**config.mk**
```make
export PLATFORM = sky130hd
export DESIGN_NAME = sense_intc
export DESIGN_NICKNAME = d
export VERILOG_FILES = /design/src/rtl/sense_intc_pkg.sv /design/src/rtl/sense_intc_sync.sv /design/src/rtl/sense_intc_detect.sv /design/src/rtl/sense_intc_regs.sv /design/src/rtl/sense_intc.sv
export SDC_FILE = /design/constraint.sdc
export NUM_CORES = 1
export LEC_CHECK = 0
export BUFFER_PORTS_ARGS = -buffer_cell sky130_fd_sc_hd__buf_2
export CAP_MARGIN = 20
export CORE_MARGIN = 8
export CORE_UTILIZATION = 60
export CTS_BUF_LIST = sky130_fd_sc_hd__clkbuf_8
export DETAILED_ROUTE_END_ITERATION = 8
export PLACE_DENSITY = 0.81
export SLEW_MARGIN = 10
export SYNTH_ARGS = -nofsm -noshare
export SYNTH_HDL_FRONTEND = slang
export SYNTH_SLANG_ARGS = --single-unit
```
**constraint.sdc**
```tcl
create_clock -name clk -period 2.5 [get_ports clk]
set_input_delay 0.25 -clock clk [delete_from_list [all_inputs] [get_ports clk]]
set_output_delay 0.25 -clock clk [all_outputs]
set_load 0.05 [all_outputs]
```
**src/rtl/sense_intc_pkg.sv**
```systemverilog
package sense_intc_pkg;
  // Register addresses of the bank
  localparam int unsigned SEL_ENABLE   = 0;
  localparam int unsigned SEL_STATUS   = 1;
  localparam int unsigned SEL_TYPE     = 2;
  localparam int unsigned SEL_POLARITY = 3;
  localparam int unsigned SEL_FAST     = 4;
endpackage

```
**src/rtl/sense_intc_sync.sv**
```systemverilog
module sense_intc_sync #(
  parameter int unsigned W = 32
) (
  input  logic         clk,
  input  logic         rst_n,
  input  logic [W-1:0] raw_in,
  output logic [W-1:0] sync_now,
  output logic [W-1:0] sync_prev
);
  logic [W-1:0] meta_q;

  always_ff @(posedge clk or negedge rst_n) begin
    if (!rst_n) begin
      meta_q    <= '0;
      sync_now  <= '0;
      sync_prev <= '0;
    end else begin
      meta_q    <= raw_in;
      sync_now  <= meta_q;
      sync_prev <= sync_now;
    end
  end
endmodule

```
**src/rtl/sense_intc_detect.sv**
```systemverilog
module sense_intc_detect #(
  parameter int unsigned W = 32
) (
  input  logic         clk,
  input  logic         rst_n,
  input  logic [W-1:0] sync_now,
  input  logic [W-1:0] sync_prev,
  input  logic [W-1:0] type_edge,
  input  logic [W-1:0] pol_high,
  input  logic [W-1:0] clr_mask,
  output logic [W-1:0] edge_hit,
  output logic [W-1:0] pend_q
);
  // Exactly one edge direction per line: the polarity picks it.
  function automatic logic [W-1:0] f_edge(input logic [W-1:0] s,
                                           input logic [W-1:0] d,
                                           input logic [W-1:0] pol);
    return (pol & s & ~d) | (~pol & ~s & d);
  endfunction

  function automatic logic [W-1:0] f_active(input logic [W-1:0] s,
                                             input logic [W-1:0] pol);
    return ~(s ^ pol);
  endfunction

  logic [W-1:0] level_act;
  logic [W-1:0] pend_d;

  assign edge_hit  = type_edge & f_edge(sync_now, sync_prev, pol_high);
  assign level_act = f_active(sync_now, pol_high);

  genvar i;
  generate
    for (i = 0; i < W; i++) begin : g_line
      always_comb begin
        if (type_edge[i]) pend_d[i] = (pend_q[i] & ~clr_mask[i]) | edge_hit[i];
        else              pend_d[i] = level_act[i];
      end
    end
  endgenerate

  always_ff @(posedge clk or negedge rst_n) begin
    if (!rst_n) pend_q <= '0;
    else        pend_q <= pend_d;
  end
endmodule

```
**src/rtl/sense_intc_regs.sv**
```systemverilog
module sense_intc_regs
  import sense_intc_pkg::*;
#(
  parameter int unsigned W      = 32,
  parameter int unsigned ADDR_W = 3
) (
  input  logic              clk,
  input  logic              rst_n,
  input  logic              wr_en,
  input  logic [ADDR_W-1:0] addr,
  input  logic [W-1:0]      wdata,
  input  logic [W-1:0]      pend_q,
  output logic [W-1:0]      en_q,
  output logic [W-1:0]      type_q,
  output logic [W-1:0]      pol_q,
  output logic [W-1:0]      fast_q,
  output logic [W-1:0]      clr_mask,
  output logic [W-1:0]      rdata
);
  logic hit_en, hit_st, hit_ty, hit_po, hit_fa;

  assign hit_en = wr_en && (addr == ADDR_W'(SEL_ENABLE));
  assign hit_st = wr_en && (addr == ADDR_W'(SEL_STATUS));
  assign hit_ty = wr_en && (addr == ADDR_W'(SEL_TYPE));
  assign hit_po = wr_en && (addr == ADDR_W'(SEL_POLARITY));
  assign hit_fa = wr_en && (addr == ADDR_W'(SEL_FAST));

  assign clr_mask = hit_st ? wdata : '0;

  always_ff @(posedge clk or negedge rst_n) begin
    if (!rst_n) begin
      en_q   <= '0;
      type_q <= '0;
      pol_q  <= '1;
      fast_q <= '0;
    end else begin
      if (hit_en) en_q   <= wdata;
      if (hit_ty) type_q <= wdata;
      if (hit_po) pol_q  <= wdata;
      if (hit_fa) fast_q <= wdata;
    end
  end

  always_comb begin
    case (addr)
      ADDR_W'(SEL_ENABLE):   rdata = en_q;
      ADDR_W'(SEL_STATUS):   rdata = pend_q;
      ADDR_W'(SEL_TYPE):     rdata = type_q;
      ADDR_W'(SEL_POLARITY): rdata = pol_q;
      ADDR_W'(SEL_FAST):     rdata = fast_q;
      default:               rdata = '0;
    endcase
  end
endmodule

```
**src/rtl/sense_intc.sv**
```systemverilog
module sense_intc #(
  parameter int unsigned NUM_LINES = 32,
  parameter int unsigned ADDR_W    = 3,
  parameter int unsigned GEN_W     = NUM_LINES - 4
) (
  input  logic                 clk,
  input  logic                 rst_n,
  input  logic [GEN_W-1:0]     line_in,
  input  logic [1:0]           sub_irq,
  input  logic [1:0]           sub_fiq,
  input  logic                 wr_en,
  input  logic [ADDR_W-1:0]    addr,
  input  logic [NUM_LINES-1:0] wdata,
  output logic [NUM_LINES-1:0] rdata,
  output logic                 irq_out,
  output logic                 fiq_out
);
  localparam int unsigned CASC_FIQ0 = NUM_LINES - 2;

  function automatic logic f_route(input logic [NUM_LINES-1:0] p,
                                   input logic [NUM_LINES-1:0] e,
                                   input logic [NUM_LINES-1:0] sel);
    return |(p & e & sel);
  endfunction

  logic [NUM_LINES-1:0] merged_in;
  logic [NUM_LINES-1:0] sync_now, sync_prev;
  logic [NUM_LINES-1:0] edge_hit, pend_q, clr_mask;
  logic [NUM_LINES-1:0] en_q, type_q, pol_q, fast_q;

  genvar i;
  generate
    for (i = 0; i < NUM_LINES; i++) begin : g_merge
      if (i < 2) begin : g_sub_irq
        assign merged_in[i] = sub_irq[i];
      end else if (i >= CASC_FIQ0) begin : g_sub_fiq
        assign merged_in[i] = sub_fiq[i - CASC_FIQ0];
      end else begin : g_gen
        assign merged_in[i] = line_in[i - 2];
      end
    end
  endgenerate

  sense_intc_sync #(.W(NUM_LINES)) u_sync (
    .clk(clk), .rst_n(rst_n), .raw_in(merged_in),
    .sync_now(sync_now), .sync_prev(sync_prev)
  );

  sense_intc_detect #(.W(NUM_LINES)) u_detect (
    .clk(clk), .rst_n(rst_n), .sync_now(sync_now), .sync_prev(sync_prev),
    .type_edge(type_q), .pol_high(pol_q), .clr_mask(clr_mask),
    .edge_hit(edge_hit), .pend_q(pend_q)
  );

  sense_intc_regs #(.W(NUM_LINES), .ADDR_W(ADDR_W)) u_regs (
    .clk(clk), .rst_n(rst_n), .wr_en(wr_en), .addr(addr), .wdata(wdata),
    .pend_q(pend_q), .en_q(en_q), .type_q(type_q), .pol_q(pol_q),
    .fast_q(fast_q), .clr_mask(clr_mask), .rdata(rdata)
  );

  assign irq_out = f_route(pend_q, en_q, ~fast_q);
  assign fiq_out = f_route(pend_q, en_q, fast_q);
endmodule

```
* Yosys cells after proc, flatten, opt, wreduce, memory -nomap -nowiden
Cells that the tools add are included.
** Operators by class
- Mux-type cells :: 34
- Reductions and logical operators :: 8
- Eq/ne operators :: 4
- Bitwise operators :: 111
** Operator list (count)
- $and A32 B32 Y32 :: 8
- $not A32 Y32 :: 5
- $pmux W32 S5 :: 1
- $reduce_or A32 Y1 :: 2
- $and A1 B1 Y1 :: 32
- $mux W1 :: 32
- $mux W32 :: 1
- $not A1 Y1 :: 32
- $or A1 B1 Y1 :: 32
- $or A32 B32 Y32 :: 1
- $xor A32 B32 Y32 :: 1
- $eq A3 B2 Y1 const B :: 2
- $logic_and A1 B1 Y1 :: 5
- $eq A3 B1 Y1 const B :: 1
- $eq A3 B3 Y1 const B :: 1
- $logic_not A3 Y1 :: 1
** Word-level totals
- Bits in registers :: 256
- Input port bits :: 70
- Output and inout bits :: 34

* Longest topological paths before layout
- Depth after elaboration :: 7
- Mapped depth :: 7
- Depth with buffers taken out :: 4

* Modules after synthesis
From an unflattened synthesis, not the netlist that was laid out.
** Second synthesis, totals
- Cells, all modules :: 1013
- Area, all modules :: 12238.0 um^2
** By module, submodules not included
- sense_intc_regs :: times used 1, area each 6348.6 um^2, cells an instance 470, seq. area each 3243.1 um^2
- sense_intc_detect :: times used 1, area each 3002.9 um^2, cells an instance 352, seq. area each 800.8 um^2
- sense_intc_sync :: times used 1, area each 2402.3 um^2, cells an instance 96, seq. area each 2402.3 um^2
- sense_intc :: times used 1, area each 484.2 um^2, cells an instance 95, seq. area each 0.0 um^2

* Worst setup path before layout
Ideal clock, no wire load.
- Path kind :: input port to output port
- From :: input port addr[1]
- To :: output port rdata[23]
- Path slack :: 0.346 ns
- Cell stages on the path :: 3
- Arrival :: 1.904 ns
- Data required time :: 2.250 ns
- Cells stage by stage :: buf_2 buf_2 o32ai_1
** Between the ends
- Longest elaborated chain between the ends :: 2
** RTL lines
- start: declaration :: RTL line sense_intc.sv:12 : input logic [ADDR_W-1:0] addr,
- $eq A3 B3 Y1, or another cell as far along :: RTL line sense_intc_regs.sv:45 : case (addr)
- $pmux W32 S5 (*) :: RTL line sense_intc_regs.sv:45
- end: declaration :: RTL line sense_intc.sv:14 : output logic [NUM_LINES-1:0] rdata,
Every way passes the cells marked *; elsewhere a longest branch is shown, timed or not.

* Worst setup path in the final report
- From :: register u_detect.pend_q[3]
- To :: output port fiq_out
** Between the ends
- Longest elaborated chain between the ends :: 3
** RTL lines
- start: declaration :: RTL line sense_intc_detect.sv:12 : output logic [W-1:0] pend_q
- start signal: assignment :: RTL line sense_intc_detect.sv:44 : else pend_q <= pend_d;
- $and A32 B32 Y32 (2 in a row) :: RTL line sense_intc.sv:23 : return |(p & e & sel);
- $reduce_or A32 Y1 :: RTL line sense_intc.sv:23
- end: declaration :: RTL line sense_intc.sv:16 : output logic fiq_out
Every way passes these cells.

==> metrics.cfg <==
[critical_path]
cp_slowest_stage_delay_ns = 0.42
required_ns = 2.25
crit_fanout = 4
worstPathCellList = nand3_1, nand4_1, nor4_1, nand2_1, buf_2
cp_num_buf_inv = 1
path_class = flop to output pin
critPathArrivalTime_ns = 2.04
slowest_stage = dfrtp_1
start_kind = flop
endpoint_kind = output pin
critPathTopFamily = simple AND/OR/NAND/NOR gates

[global_route]
use_met2 = 0.3934
busiest_layer = met2
grtUsageTotal = 0.2377
grt_pass1_vias = 8567
grt_start_max_net_pins = 68
antenna_found_initial = 0
grt_pass1_wl_um = 45280
grt_overflow = 0
globalRouteMet1Util = 0.3050
grt_util_met3 = 0.04932

[final_layout]
nNetsFinal = 1228
area_delta_synth_final_pct = 19.74
final_layout_size_suffix_gt1_frac = 0.1892
finalInstanceArea_um2 = 13820
final.fill_count = 1254
antennaDiodeCount = 0

[power]
peakVddDrop_mv = 0.5121
p_per_area_nw_per_um2 = 855.7
leakagePower_uw = 0.006520

[floorplan]
start_util = 0.6151
ios = 104
dieHeight_um = 154.7
rows = 50
die_w_um = 154.7
die-area_um2 = 23940
core_area_um2 = 18770

[sta]
clock_skew_ns = 0.02162
finalCritPeriodShare = 0.9160
period_needed_ns = 2.290
report.final.slew_viol_count = 0
worst_hold_slack_ns = 0.02407
finalSetupViolCount = 0
worst_slew_pin_slew_ns = 0.5848
rsz0062_at_grt = no
tns_ns = 0
final_hold_viol_count = 0
fmax_mhz = 436.7
slew_headroom = 0.6102

[place]
placed_cell_area_um2 = 12420
port-buffer-count = 103
place_congestion = 0.8535
dp_hpwl_um = 17780

[outcome]
status = finished, final reports clean

[clock_network]
cts-root-buf = clkbuf_8
cts_buffers = 42
clkLatencyLatePin_ns = 0.54
cts_buffer_depth = 3
tritoncts = done
postCtsSetupRepairBufs = 0
htreeDepth = 2
cts.sinks = 256
post_cts_resized = 0
path_clk_slew_ns = 0.06
cts_hold_buf = 58

[logic_synthesis]
synth_warnings = 0
ys_async_sr_fraction = 1.000
synth_cell_types = 29
syn_inst = 907
synth_edf_count = 0
synth_nets = 1041
synth_top_area_share = 0.4855
ys_seq_area_frac = 0.5584
yosysTopAreaCell = dfrtp_1
synth.area.top_cells = dfrtp_1 (49%), mux2_1 (12%), dfstp_2 (7.3%), ha_1 (6.9%), mux2i_1 (5.5%)
synth-main-ff-cell = dfrtp_1
netlist_area_um2 = 11540
yosysMostFrequentCell = dfrtp_1
synth_common_cells = dfrtp_1 (224), mux2_1 (128), nand2_1 (91), inv_1 (65), ha_1 (64)
ys_seq_elements = 256
synth_area_per_cell_um2 = 12.73

[detailed_routing]
vias_per_cell = 5.841
first_pass_iters = 5
drt_iter0_markers = 552
wl_per_cell_um = 20.42
drc = 0
drtAntennaViolNets = 0
wl_um = 27770
vias = 7944

[min_path]
min_path_type = input pin to flop

[flow_run]
drv_cap = 0

-- stage by stage --
step / utilization / worst slack [ns] / power [µW] / std cells
final: 0.7365 / 0.2101 / 11830 / 1360
after global routing: 0.7365 / 0.1229 / 12430 / 1360
after CTS: 0.7365 / 0.2296 / 11880 / 1360
after detailed placement: 0.6620 / 0.5311 / 8272 / 1226
after global placement: 0.6620 / 0.6170 / 8139 / 1226
after floorplan: - / 0.3457 / 7354 / 907
-- cells by family after synthesis --
| logic type | count (synthesis) | share of synthesized area |
|---|---|---|
| AND/OR/NAND/NOR | 185 | 0.07944 |
| adder cells (fa/ha/maj) | 64 | 0.06936 |
| buffers and inverters | 101 | 0.03804 |
| multiplexers | 192 | 0.1814 |
| flip-flops | 256 | 0.5584 |
| AO/OA/AOI/OAI | 109 | 0.07337 |
-- state kept, by name, summed over array words and instances, names as in the netlist --
name and flops:
u_regs.pol_q 32, u_sync.sync_now 32, u_regs.type_q 32, u_regs.fast_q 32
u_sync.meta_q 32, u_sync.sync_prev 32, u_detect.pend_q 32, u_regs.en_q 32
-- worst paths after layout --
path	startpoint	cells past startpoint	slack, ns	end
worst max-delay path	u_detect.pend_q[3]	5	0.21	fiq_out
worst min-delay path	wdata[31]	2	0.02	u_regs.pol_q[31]
worst max register to register	u_regs.pol_q[26]	4	1.12	u_detect.pend_q[26]
worst min register to register	u_sync.meta_q[20]	0	0.35	u_sync.sync_now[20]
max in group asynchronous	rst_n	3	1.58	u_regs.pol_q[30]
min in group asynchronous	rst_n	2	0.20	u_detect.pend_q[23]
-- report_power, final --
part / internal, µW / switching (µW) / total (µW)
Sequential: 4990 / 814 / 5810
Combinational: 1130 / 1400 / 2530
Clock: 1900 / 1600 / 3490
-- layer usage --
layer	wire length, µm	vias to the layer above
li1	-	3627
met2	13420	292
met3	1795	57
met4	620	0
met5	0	-
met1	11930	3968
-- layout make-up --
type	count	area [µm²]	share of cell area
Clock inverter	23	88.84	0.006426
Clock buffer	53	729.5	0.05277
Multi-Input combinational cell	550	4693	0.3395
Sequential cell	256	6446	0.4663
Timing Repair Buffer	179	1329	0.09613
Inverter	65	244.0	0.01765
Tap cell	234	292.8	0.02118
-- layout by cell type (no fill, tap or decap) --
cell type and n:
buf_8 1, o21ai_1 31, nand2b_1 1, nor4_1 4, clkbuf_8 53, mux2_1 128, mux2i_1 63, nor2b_1 32
buf_12 7, nand4b_1 1, o32ai_1 1, a221o_1 31, buf_2 102, o22ai_1 12, a221oi_1 32, nand3_1 32
ha_1 64, dfstp_2 32, buf_4 11, nand2_1 91, dfrtp_1 224, inv_1 86, nor3_1 2, o2111ai_1 2
dlygate4sd3_1 58, nand3b_1 6, mux4_2 1, nand4_1 9, nor3_4 1, and2_1 3, nor3b_4 2, clkinv_2 2
nor4bb_4 1
No activity file was read; power rests on OpenSTA's default activity.
